[src/rtl/bcs_pkg.sv]
package bcs_pkg;

  typedef enum logic [1:0] {
    OP_NONE = 2'b00,
    OP_RD   = 2'b01,
    OP_WR   = 2'b10,
    OP_MRS  = 2'b11
  } bcs_op_e;

  localparam int unsigned MR_W       = 12;
  localparam int unsigned SELFCLR_IX = 8;
  localparam int unsigned LOW_W      = 3;
  localparam logic [MR_W-1:0] MR_RST = 12'h021;

  // low-bit mask for a burst-length code; zero for reserved codes
  function automatic logic [LOW_W-1:0] bl_mask(input logic [2:0] code);
    logic [LOW_W-1:0] m;
    case (code)
      3'b001:  m = 3'b001;
      3'b010:  m = 3'b011;
      3'b011:  m = 3'b111;
      default: m = 3'b000;
    endcase
    return m;
  endfunction

endpackage

[src/rtl/bcs_mode_reg.sv]
module bcs_mode_reg
  import bcs_pkg::*;
#(
  parameter int unsigned BA_W = 2
) (
  input  logic            clk,
  input  logic            rst_n,
  input  logic            mrs_req,
  input  logic [BA_W-1:0] ba,
  input  logic [MR_W-1:0] wdata,
  input  logic            banks_idle,
  output logic [MR_W-1:0] mode_q,
  output logic            load_err
);

  localparam logic [MR_W-1:0] SC_MASK = MR_W'(1) << SELFCLR_IX;

  logic            hit;
  logic            load;
  logic            mode_en;
  logic [MR_W-1:0] mode_d;

  always_comb begin
    hit      = mrs_req && (ba == '0);
    load     = hit && banks_idle;
    load_err = hit && !banks_idle;
    mode_en  = load || mode_q[SELFCLR_IX];
    mode_d   = mode_q & ~SC_MASK;
    if (load) mode_d = wdata;
  end

  always_ff @(posedge clk or negedge rst_n) begin
    if (!rst_n)       mode_q <= MR_RST;
    else if (mode_en) mode_q <= mode_d;
  end


  ba_gate_chk: assert property (@(posedge clk) disable iff (!rst_n)
    (mrs_req && ba != '0) |=> ((mode_q & ~SC_MASK) == ($past(mode_q) & ~SC_MASK)));


  busy_load_chk: assert property (@(posedge clk) disable iff (!rst_n)
    (mrs_req && !banks_idle) |=> ((mode_q & ~SC_MASK) == ($past(mode_q) & ~SC_MASK)));


  self_clear_chk: assert property (@(posedge clk) disable iff (!rst_n)
    (mode_q[SELFCLR_IX] && !mrs_req) |=> !mode_q[SELFCLR_IX]);

endmodule

[src/rtl/bcs_burst_ctr.sv]
module bcs_burst_ctr
  import bcs_pkg::*;
#(
  parameter int unsigned COL_W = 10
) (
  input  logic             clk,
  input  logic             rst_n,
  input  logic             start_req,
  input  logic [COL_W-1:0] col_in,
  input  logic [2:0]       bl_code,
  input  logic             ilv,
  output logic [COL_W-1:0] col_addr,
  output logic             col_vld,
  output logic             col_last,
  output logic             start_err
);

  localparam int unsigned HI_W = COL_W - LOW_W;

  logic             act_q,   act_d;
  logic [LOW_W-1:0] n_q,     n_d;
  logic [LOW_W-1:0] start_q, start_d;
  logic [LOW_W-1:0] mask_q,  mask_d;
  logic             ilv_q,   ilv_d;
  logic [COL_W-1:0] base_q,  base_d;
  logic             ctr_en;
  logic [LOW_W-1:0] new_mask;
  logic             start_ok;
  logic [LOW_W-1:0] low;

  always_comb begin
    new_mask  = bl_mask(bl_code);
    start_ok  = start_req && (new_mask != '0);
    start_err = start_req && (new_mask == '0);
    col_vld   = act_q;
    col_last  = act_q && (n_q == mask_q);
    act_d     = act_q;
    n_d       = n_q;
    start_d   = start_q;
    mask_d    = mask_q;
    ilv_d     = ilv_q;
    base_d    = base_q;
    if (start_ok) begin
      act_d   = 1'b1;
      n_d     = '0;
      start_d = col_in[LOW_W-1:0] & new_mask;
      mask_d  = new_mask;
      ilv_d   = ilv;
      base_d  = col_in;
    end else if (col_last) begin
      act_d = 1'b0;
    end else begin
      n_d = n_q + 1'b1;
    end
    ctr_en = start_ok || act_q;
  end

  always_ff @(posedge clk or negedge rst_n) begin
    if (!rst_n) begin
      act_q   <= 1'b0;
      n_q     <= '0;
      start_q <= '0;
      mask_q  <= '0;
      ilv_q   <= 1'b0;
      base_q  <= '0;
    end else if (ctr_en) begin
      act_q   <= act_d;
      n_q     <= n_d;
      start_q <= start_d;
      mask_q  <= mask_d;
      ilv_q   <= ilv_d;
      base_q  <= base_d;
    end
  end

  always_comb begin
    if (ilv_q) low = (start_q ^ n_q) & mask_q;
    else       low = (start_q + n_q) & mask_q;
    col_addr = (base_q & ~{{HI_W{1'b0}}, mask_q}) | {{HI_W{1'b0}}, low};
  end


  last_in_burst_chk: assert property (@(posedge clk) disable iff (!rst_n)
    col_last |-> col_vld);


  burst_end_chk: assert property (@(posedge clk) disable iff (!rst_n)
    (col_last && !start_req) |=> !col_vld);


  block_hold_chk: assert property (@(posedge clk) disable iff (!rst_n)
    (col_vld && !col_last && !start_req) |=>
      (col_vld && col_addr[COL_W-1:LOW_W] == $past(col_addr[COL_W-1:LOW_W])));


  no_bad_start_chk: assert property (@(posedge clk) disable iff (!rst_n)
    (start_err && !col_vld) |=> !col_vld);

endmodule

[src/rtl/burst_col_seq.sv]
module burst_col_seq
  import bcs_pkg::*;
#(
  parameter int unsigned BA_W   = 2,
  parameter int unsigned ADDR_W = 12,
  parameter int unsigned COL_W  = 10
) (
  input  logic              clk,
  input  logic              rst_n,
  input  logic              cmd_vld,
  input  logic [1:0]        cmd_op,
  input  logic [BA_W-1:0]   cmd_ba,
  input  logic [ADDR_W-1:0] cmd_addr,
  input  logic              banks_idle,
  output logic [COL_W-1:0]  col_addr,
  output logic              col_vld,
  output logic              col_last,
  output logic [2:0]        cas_lat,
  output logic [4:0]        opmode,
  output logic              cfg_err
);

  logic [1:0]      rst_sync_q;
  logic            rst_int_n;
  logic            mrs_req;
  logic            burst_req;
  logic [MR_W-1:0] mode_q;
  logic            load_err;
  logic            start_err;
  logic            err_d;
  logic            err_q;

  always_ff @(posedge clk or negedge rst_n) begin
    if (!rst_n) rst_sync_q <= 2'b00;
    else        rst_sync_q <= {rst_sync_q[0], 1'b1};
  end
  assign rst_int_n = rst_sync_q[1];

  always_comb begin
    mrs_req   = cmd_vld && (bcs_op_e'(cmd_op) == OP_MRS);
    burst_req = cmd_vld && ((bcs_op_e'(cmd_op) == OP_RD) || (bcs_op_e'(cmd_op) == OP_WR));
    err_d     = load_err || start_err;
  end

  bcs_mode_reg #(.BA_W(BA_W)) u_mode (
    .clk        (clk),
    .rst_n      (rst_int_n),
    .mrs_req    (mrs_req),
    .ba         (cmd_ba),
    .wdata      (cmd_addr[MR_W-1:0]),
    .banks_idle (banks_idle),
    .mode_q     (mode_q),
    .load_err   (load_err)
  );

  bcs_burst_ctr #(.COL_W(COL_W)) u_ctr (
    .clk       (clk),
    .rst_n     (rst_int_n),
    .start_req (burst_req),
    .col_in    (cmd_addr[COL_W-1:0]),
    .bl_code   (mode_q[2:0]),
    .ilv       (mode_q[3]),
    .col_addr  (col_addr),
    .col_vld   (col_vld),
    .col_last  (col_last),
    .start_err (start_err)
  );

  always_ff @(posedge clk or negedge rst_int_n) begin
    if (!rst_int_n) err_q <= 1'b0;
    else            err_q <= err_d;
  end

  assign cfg_err = err_q;
  assign cas_lat = mode_q[6:4];
  assign opmode  = mode_q[11:7];


  err_pulse_chk: assert property (@(posedge clk) disable iff (!rst_int_n)
    (mrs_req && cmd_ba == '0 && !banks_idle) |=> cfg_err);

endmodule

[config.mk]
export PLATFORM = sky130hd
export DESIGN_NAME = burst_col_seq
export DESIGN_NICKNAME = d
export VERILOG_FILES = /design/src/rtl/bcs_pkg.sv /design/src/rtl/bcs_mode_reg.sv /design/src/rtl/bcs_burst_ctr.sv /design/src/rtl/burst_col_seq.sv
export SDC_FILE = /design/constraint.sdc
export NUM_CORES = 1
export LEC_CHECK = 0
export BUFFER_PORTS_ARGS = -buffer_cell sky130_fd_sc_hd__buf_2
export CAP_MARGIN = 20
export CORE_UTILIZATION = 50
export CTS_BUF_LIST = sky130_fd_sc_hd__clkbuf_2 sky130_fd_sc_hd__clkbuf_4 sky130_fd_sc_hd__clkbuf_8
export DETAILED_ROUTE_END_ITERATION = 6
export PLACE_DENSITY = 0.73
export SYNTH_ARGS = -nofsm -noshare
export SYNTH_HDL_FRONTEND = slang
export SYNTH_SLANG_ARGS = --single-unit
[constraint.sdc]
create_clock -name clk -period 2.1 [get_ports clk]
set_input_delay 0.105 -clock clk [delete_from_list [all_inputs] [get_ports clk]]
set_output_delay 0.105 -clock clk [all_outputs]
set_load 0.01 [all_outputs]
Word level (Yosys, flattened, before mapping)
Index checks and enable logic that the tools add are counted.
- bits in registers: 36
- input port bits: 20
- output and inout bits: 21
- word-level logic and storage cells: 55
- add/subtract/negate cells: 2
- equal/unequal tests: 8
- muxes and demuxes: 7
- bitwise logic cells: 7
- reduce and logical (&&, ||, !) cells: 21
- operators with widths (operator ; count):
    $and 10x10->10 ; 1
    $not 3->10 ; 1
    $or 10x3->10 ; 1
    $and 3x3->3 ; 3
    $mux 3 ; 3
    $mux 9 ; 1
    $pmux 3 s3 ; 1
    $logic_and 1x1->1 ; 8
    $reduce_and 2->1 ; 4
    $eq 3x2->1 const B ; 2
    $eq 2x2->1 const B ; 2
    $logic_or 1x1->1 ; 4
    $add 3x1->3 const B ; 1
    $add 3x3->3 ; 1
    $eq 3x1->1 const B ; 1
    $eq 3x3->1 ; 1
    $logic_not 3->1 ; 1
    $reduce_bool 3->1 ; 1
    $xor 3x3->3 ; 1
    $eq 2x1->1 const B ; 1
    $logic_not 2->1 ; 1
    $mux 1 ; 2
    $ne 2x1->1 const B ; 1
    $reduce_bool 2->1 ; 1
    $logic_not 1->1 ; 1

Logic depth before layout (Yosys ltp)
Gate-level depths: netlist (run 1).
- depth after elaboration: 6
- depth in mapped cells: 6
- depth with buffers taken out: 6

By module
From an unflattened synthesis (run 1), not the netlist that was laid out.
- cell total of the unflattened synthesis: 128
- area, all modules: 1734.2 um^2
- modules (own cells, without submodules) (module ; instances ; cells each ; area each (um^2) ; sequential area each (um^2)):
    bcs_burst_ctr ; 1 ; 92 ; 1114.8 ; 525.5
    bcs_mode_reg ; 1 ; 28 ; 509.2 ; 302.8
    burst_col_seq ; 1 ; 8 ; 110.1 ; 75.1

Worst setup path after synthesis (run 1)
OpenSTA, ideal clock, no wires.
- path type: register to output
- start point: reg u_ctr.n_q[0]
- end point: out col_addr[1]
- arrival: 1.389 ns
- required time: 1.995 ns
- slack: 0.606 ns
- stages on the path, launching flop included: 6
- buffers on the path: 0
- path through: dfrtp_1 ha_1 inv_1 fa_1 o21ai_0 mux2_2
- longest elaborated chain between the ends: 4
- ends and longest elaborated chain (what ; line ; source):
    from (decl) ; bcs_burst_ctr.sv:21 ; logic [LOW_W-1:0] n_q, n_d;
    from (signal assigned) ; bcs_burst_ctr.sv:68 ; n_q <= n_d;
    $add 3x3->3 ; bcs_burst_ctr.sv:78 ; else low = (start_q + n_q) & mask_q;
    $and 3x3->3 ; bcs_burst_ctr.sv:78 ;
    $mux 3 ; bcs_burst_ctr.sv:77 ; if (ilv_q) low = (start_q ^ n_q) & mask_q;
    $or 10x3->10 ; bcs_burst_ctr.sv:79 ; col_addr = (base_q & ~{{HI_W{1'b0}}, mask_q}) | {{HI_W{1'b0}}, low};
    to (decl) ; burst_col_seq.sv:15 ; output logic [COL_W-1:0] col_addr,
No other way between the ends.

Worst setup path in the final report (run 1)
- start point: reg u_ctr.n_q[0]
- end point: out col_addr[2]
The elaborated chain is that of the path after synthesis.

==> metrics, run 1 <==
Syn Inst Count 135; average cell area after synthesis 12.9 µm²; Yosys reg bits 36; Power Total 2.85 mW; # rows 21; Final ANT Viol Nets 0; PwrDens 1320 nW/µm²; H-tree lvl count 2; fin nets 207; sequential share of the synthesized area 0.520; port buffer count 40; layout cells sized above 1 0.459; total wire length 3250 µm; crit path capture type output pin; cell leakage power 1.08 nW; Sum Neg Setup Slack 0 ns; warning count from the yosys run 0; DIE HEIGHT 61.0 µm; clock skew 0.00446 ns; endpoints failing hold 0; Seq. cell area 903 µm²; global placement routability congestion 0.874; Root Buffer clkbuf_4; die width 61.0 µm; crit-path cells ha_2 > inv_2 > fa_1 > nor2_2 > xnor2_1 > mux2_2 > buf_2; Die Area 3720 µm²; post-route minimum period 2.04 ns; initial antenna violation count 0; grt total ovfl 0; fmax 489 MHz; commonest non-fill, non-tap cell in the layout buf_2; Final Util 0.650; vias in the first global route 1076; max cap viols 0; Critical Path Slowest Stage Cell dfrtp_1; via count 1145; worst vdd ir 0.973 mV; Ports 41; clk_lat worst skew 0.34 ns; hpwl dp 2310 µm; Hold Crit Class in2reg; DR vias/cell 5.00; area of the multi-input gates 692 µm²; CP max stage delay 0.44 ns; crit-path max FO 5; TritonCTS buffer count 5; Initial Util 0.521; global-route wire length before repair 5010 µm; number of clock sinks 36; Syn Nets 160; ys async rst share 1.00; hold_ws 0.0279 ns; Area Overhead vs Synth 24.8%; CTS tree yes; worst setup path class reg2out; Most used DFF post-synth dfrtp_1; Distinct cells, synth 32; RSZ-0062 raised after global routing true; Post-synth EDFFs 0; status complete, no violations; largest net degree at the start of global routing 25; drt wl/cell 14.2 µm; ANT cells 0; filler cell count 269; crit start category flip-flop; Final Setup Violations 0; Worst EP required 2.00 ns; Worst Path Arrival 1.94 ns; Syn Std Cell Area 1740 µm²; clk slew on worst S/H paths 0.11 ns; TritonRoute pass-1 iters 4; core area 3340 µm²; GRT Util Overall 0.198; commonest cells after routing, fill and taps aside buf_2, dfrtp_1, mux2_2, dlygate4sd3_1, mux2_4; clock buffer depth 2; starting DRC count in detailed routing 30; Tcrit/Tclk final 0.973; DRC violation count after routing 0; fin. max-slew vios 0
## cells by family (layout without fill, tap and decap cells)
family                   after synthesis  count (layout)  synth area share
AO/OA/AOI/OAI                         19              19            0.0785
AND/OR/NAND/NOR                       20              20            0.0598
flip-flops                            36              36             0.520
multiplexers                          26              26             0.187
other                                  1               1           0.00216
adder cells (fa/ha/maj)                5               5            0.0403
buffers and inverters                 23              71            0.0871
XOR/XNOR                               5               5            0.0252
## metal layers
layer / GRT usage / vias up / share of wire
met4: 0.0844 / 0 / 0.016
met2: 0.314 / 35 / 0.48
met1: 0.244 / 554 / 0.44
met5: 0 / - / 0
li1: - / 550 / -
met3: 0.0725 / 6 / 0.057
## cell usage after synthesis (all sizes together) (2+ instances only)
master / n / area share
dfrtp: 34 / 0.49
mux2: 25 / 0.18
buf: 17 / 0.074
nand2: 7 / 0.015
inv: 6 / 0.013
o21ai: 6 / 0.017
nor2: 5 / 0.011
xnor2: 5 / 0.025
ha: 4 / 0.029
a21o: 3 / 0.013
a22o: 2 / 0.010
a31oi: 2 / 0.0072
dfstp: 2 / 0.030
nand3: 2 / 0.0058
## final timing paths
| check | start | endpoint | slack [ns] | cells after the start |
|---|---|---|---|---|
| setup reg to reg | u_mode.mode_q[0]$_DFFE_PN1P_ | cfg_err$_DFF_PN0_ | 0.46 | 4 |
| setup / recovery | u_ctr.n_q[0]$_DFFE_PN0P_ | col_addr[2] | 0.06 | 7 |
| max in group asynchronous | rst_sync_q[1]$_DFF_PN0_ | u_mode.mode_q[0]$_DFFE_PN1P_ | 1.22 | 1 |
| min in group asynchronous | rst_n | rst_sync_q[1]$_DFF_PN0_ | 0.06 | 2 |
| hold / removal | cmd_addr[2] | u_mode.mode_q[2]$_DFFE_PN0P_ | 0.03 | 2 |
| hold reg to reg | rst_sync_q[1]$_DFF_PN0_ | u_mode.mode_q[10]$_DFFE_PN0P_ | 0.17 | 0 |
## per-stage QoR
step / instances / area [µm²] / setup WS (ns)
5_1_grt: 229 / 2170 / -0.0625
3_5_place_dp: 207 / 1890 / 0.400
6_report: 229 / 2170 / 0.0566
4_1_cts: 227 / 2140 / 0.00170
2_1_floorplan: 135 / 1740 / 0.606
3_3_place_gp: 207 / 1890 / 0.440
## worst max-delay path, delay by kind of cell (launching register included)
kind | cells | cell delay, ns
xor gates and xnor gates | 1 | 0.07
adders and majority gates | 2 | 0.56
buffers and inverters | 2 | 0.17
DFF | 1 | 0.44
muxes | 1 | 0.25
and+or+nand+nor | 1 | 0.10
## power breakdown
part / total (mW) / switching, mW / internal, mW
sequential: 1.10 / 0.185 / 0.914
combinational: 1.03 / 0.457 / 0.573
clock: 0.725 / 0.235 / 0.490
total: 2.85 / 0.877 / 1.98
## layout make-up
cell class,count,share of cell area
clock buffer,5,0.0173
clock inverter,3,0.0415
inverter,6,0.0104
multi-input combinational,76,0.319
sequential,36,0.416
tap,46,0.0265
timing repair buffer,57,0.169
## state kept, by name, indices dropped and copies added (netlist names)
name           count
u_mode.mode_q     12
u_ctr.base_q      10
u_ctr.mask_q       3
u_ctr.n_q          3
u_ctr.start_q      3
rst_sync_q         2
cfg_err            1
u_ctr.col_vld      1
u_ctr.ilv_q        1
## what timing repair did
action                                  CTS  global route
hold endpoints to repair                 16             2
gates resized for setup                   0             6
endpoints found under the setup margin    0             2
hold buffers                             12             1
setup buffers                             0             1
Note: power is estimated with default switching activity, not from simulation.
==> inputs of run 2 (changes only) <==
--- a/config.mk
+++ b/config.mk
@@ -10,7 +10,7 @@
 export CORE_UTILIZATION = 50
 export CTS_BUF_LIST = sky130_fd_sc_hd__clkbuf_2 sky130_fd_sc_hd__clkbuf_4 sky130_fd_sc_hd__clkbuf_8
 export DETAILED_ROUTE_END_ITERATION = 6
-export PLACE_DENSITY = 0.73
+export PLACE_DENSITY = 0.76
 export SYNTH_ARGS = -nofsm -noshare
 export SYNTH_HDL_FRONTEND = slang
 export SYNTH_SLANG_ARGS = --single-unit
==> constraint.sdc (replaced) <==
create_clock -name clk -period 1.6 [get_ports clk]
set_input_delay 0.08 -clock clk [delete_from_list [all_inputs] [get_ports clk]]
set_output_delay 0.08 -clock clk [all_outputs]
set_load 0.01 [all_outputs]
==> run 2 against run 1 <==
The flow now finishes with violations (setup timing). First-iteration DRC count decreased by 47%. Cell area increased by 4.4%. Setup slack got worse by 0.42 ns. Die area unchanged. Clock power decreased by 11%. Worst hold slack got worse by 0.014 ns. Combinational power increased by 67%. Critical path depth decreased by 1. Sequential power increased by 32%. Register-to-register slack got worse by 0.30 ns. Critical path type unchanged. Critical endpoint is now col_addr[1].
==> metrics, run 2 (synthesis gave the netlist of run 1 again) <==
status finished, violations left; failing checks setup timing; Worst EP required 1.52 ns (-0.48 ns); final worst slack -0.363 ns (-0.419 ns); Biggest register u_mode.mode_q; global-route wire length before repair 5440 µm (+8.5%); Critical Path Slowest Stage Cell fa_2; fmax 509 MHz; Area Overhead vs Synth 30.3%; CTS tree yes; fin nets 216 (+4.3%); global placement routability congestion 0.806 (-7.8%); hold_ws 0.0142 ns (-0.0137 ns); Sum Neg Setup Slack -0.666 ns (-0.666 ns); max cap viols 0 (unchanged); GRT Util Overall 0.213 (+0.0150); Final Setup Violations 2 (+2); R2R Setup Slk 0.16 ns (-0.30 ns); hpwl dp 2310 µm (about the same); Seq. cell area 905 µm² (+0.14%); TritonRoute pass-1 iters 4 (unchanged); crit start category flip-flop; crit-path max FO 2 (-3); number of clock sinks 36 (unchanged); Initial Util 0.521 (unchanged); Final ANT Viol Nets 0 (unchanged); PwrDens 1680 nW/µm² (+28%); Ports 41 (unchanged); Hold Crit Class in2reg; Worst Path Arrival 1.88 ns (-0.06 ns); commonest non-fill, non-tap cell in the layout buf_2; clock skew 0.00638 ns (+0.00192 ns); area of the multi-input gates 751 µm² (+8.5%); largest net degree at the start of global routing 35 (+40%); total wire length 3580 µm (+10%); Worst Setup SP u_ctr.n_q[0]$_DFFE_PN0P_; DR vias/cell 5.16 (+3.2%); drt wl/cell 15.0 µm (+6.1%); worst vdd ir 0.923 mV (-5.1%); port buffer count 40 (unchanged); clk_lat worst skew 0.34 ns (about the same); worst flop-to-flop path startpoint u_mode.mode_q[0]$_DFFE_PN1P_; crit path capture type output pin; RSZ-0062 raised after global routing true; core area 3340 µm² (unchanged); starting DRC count in detailed routing 16 (-47%); r2r endpoint u_ctr.ilv_q$_DFFE_PN0P_; endpoints failing hold 0 (unchanged); filler cell count 250 (-7.1%); TritonCTS buffer count 5 (unchanged); initial antenna violation count 0 (unchanged); crit-path cells ha_2 > inv_2 > fa_2 > o21ai_1 > mux2_4 > buf_6; post-route minimum period 1.96 ns; crit path to col_addr[1]; via count 1228 (+7.2%); max reg flops 12 (unchanged); DRC violation count after routing 0 (unchanged); clk slew on worst S/H paths 0.11 ns (about the same); CP max stage delay 0.50 ns (+0.06 ns); grt total ovfl 0 (unchanged); worst setup path class reg2out; vias in the first global route 1185 (+10%); die width 61.0 µm (unchanged); H-tree lvl count 2 (unchanged); cell leakage power 1.12 nW (+3.6%); Tcrit/Tclk final 1.23; fin. max-slew vios 0 (unchanged); cell count of the worst reg-to-reg path 4 (unchanged); layout cells sized above 1 0.510 (+0.0514); # rows 21 (unchanged); Die Area 3720 µm² (unchanged); top flop regs u_mode.mode_q: 12 flops, u_ctr.base_q: 10 flops; DIE HEIGHT 61.0 µm (unchanged); Root Buffer clkbuf_4; clock buffer depth 2 (unchanged); commonest cells after routing, fill and taps aside buf_2, dfrtp_1, dlygate4sd3_1, mux2_2, mux2_4; ANT cells 0 (unchanged)
==> run 2: cell types whose count changed in the layout (fill, tap and decap cells not counted), moves of 2 or more <==
cell           delta
buf_4             +6
xnor2_1           -3
buf_6             +2
bufinv_16         -2
dlygate4sd3_1     +2
xnor2_4           +2
==> run 2: worst max-delay path: cells and delay by family (launching register included) <==
family | cells | cell delay (ns)
AOI/OAI and AO/OA | 1 | 0.05
adders and majority gates | 2 | 0.69
buffers and inverters | 2 | 0.16
DFF | 1 | 0.38
muxes | 1 | 0.26
==> run 2: cell type report <==
type / instances / share of cell area
Sequential cell: 36 / 0.399
Inverter: 6 / 0.00994
Clock buffer: 5 / 0.0166
Timing Repair Buffer: 66 / 0.198
Clock inverter: 3 / 0.0188
Tap cell: 46 / 0.0254
Multi-Input combinational cell: 76 / 0.331
==> run 2: through the flow <==
step	cell area [µm²]	util	total power [mW]	std cells	setup slack (ns)
finish	2260	0.679	3.81	238	-0.363
global route	2260	0.679	4.04	238	-0.426
CTS	2220	0.665	3.66	235	-0.384
detailed placement	1910	0.573	2.73	210	0.0186
global placement	1910	0.573	2.65	210	0.0956
floorplan	1740	-	2.41	135	0.111
==> run 2: where the power goes <==
part / total (mW) / switching, mW / internal [mW]
Combinational: 1.72 / 0.731 / 0.991
Clock: 0.642 / 0.316 / 0.326
Sequential: 1.45 / 0.244 / 1.20
Total: 3.81 / 1.29 / 2.52
==> run 2: how the worst min path moves through the flow <==
stage                     start                            to  slack, ns  cells after the start
floorplan                 rst_n       rst_sync_q[0]$_DFF_PN0_      -0.22                      0
global placement          rst_n       rst_sync_q[0]$_DFF_PN0_      -0.13                      1
detailed placement        rst_n       rst_sync_q[0]$_DFF_PN0_      -0.13                      1
CTS                 cmd_addr[0]   u_ctr.base_q[0]$_DFFE_PN0P_      0.002                      2
global route        cmd_addr[0]  u_mode.mode_q[0]$_DFFE_PN1P_      0.006                      2
finish              cmd_addr[0]   u_ctr.base_q[0]$_DFFE_PN0P_       0.01                      2
==> run 2: timing repair <==
action | in CTS | in global routing
endpoints found under the setup margin | 3 | 3
hold endpoints to repair | 23 | 0
pin swaps | 4 | 5
resized for setup | 13 | 5
setup buffers | 2 | 4
hold buffers | 15 | 0
==> run 2: routing by layer <==
metal | global-route usage | share of wire
met5 | 0 | 0
met1 | 0.264 | 0.45
met2 | 0.328 | 0.49
met4 | 0.149 | 0.024
met3 | 0.0512 | 0.037
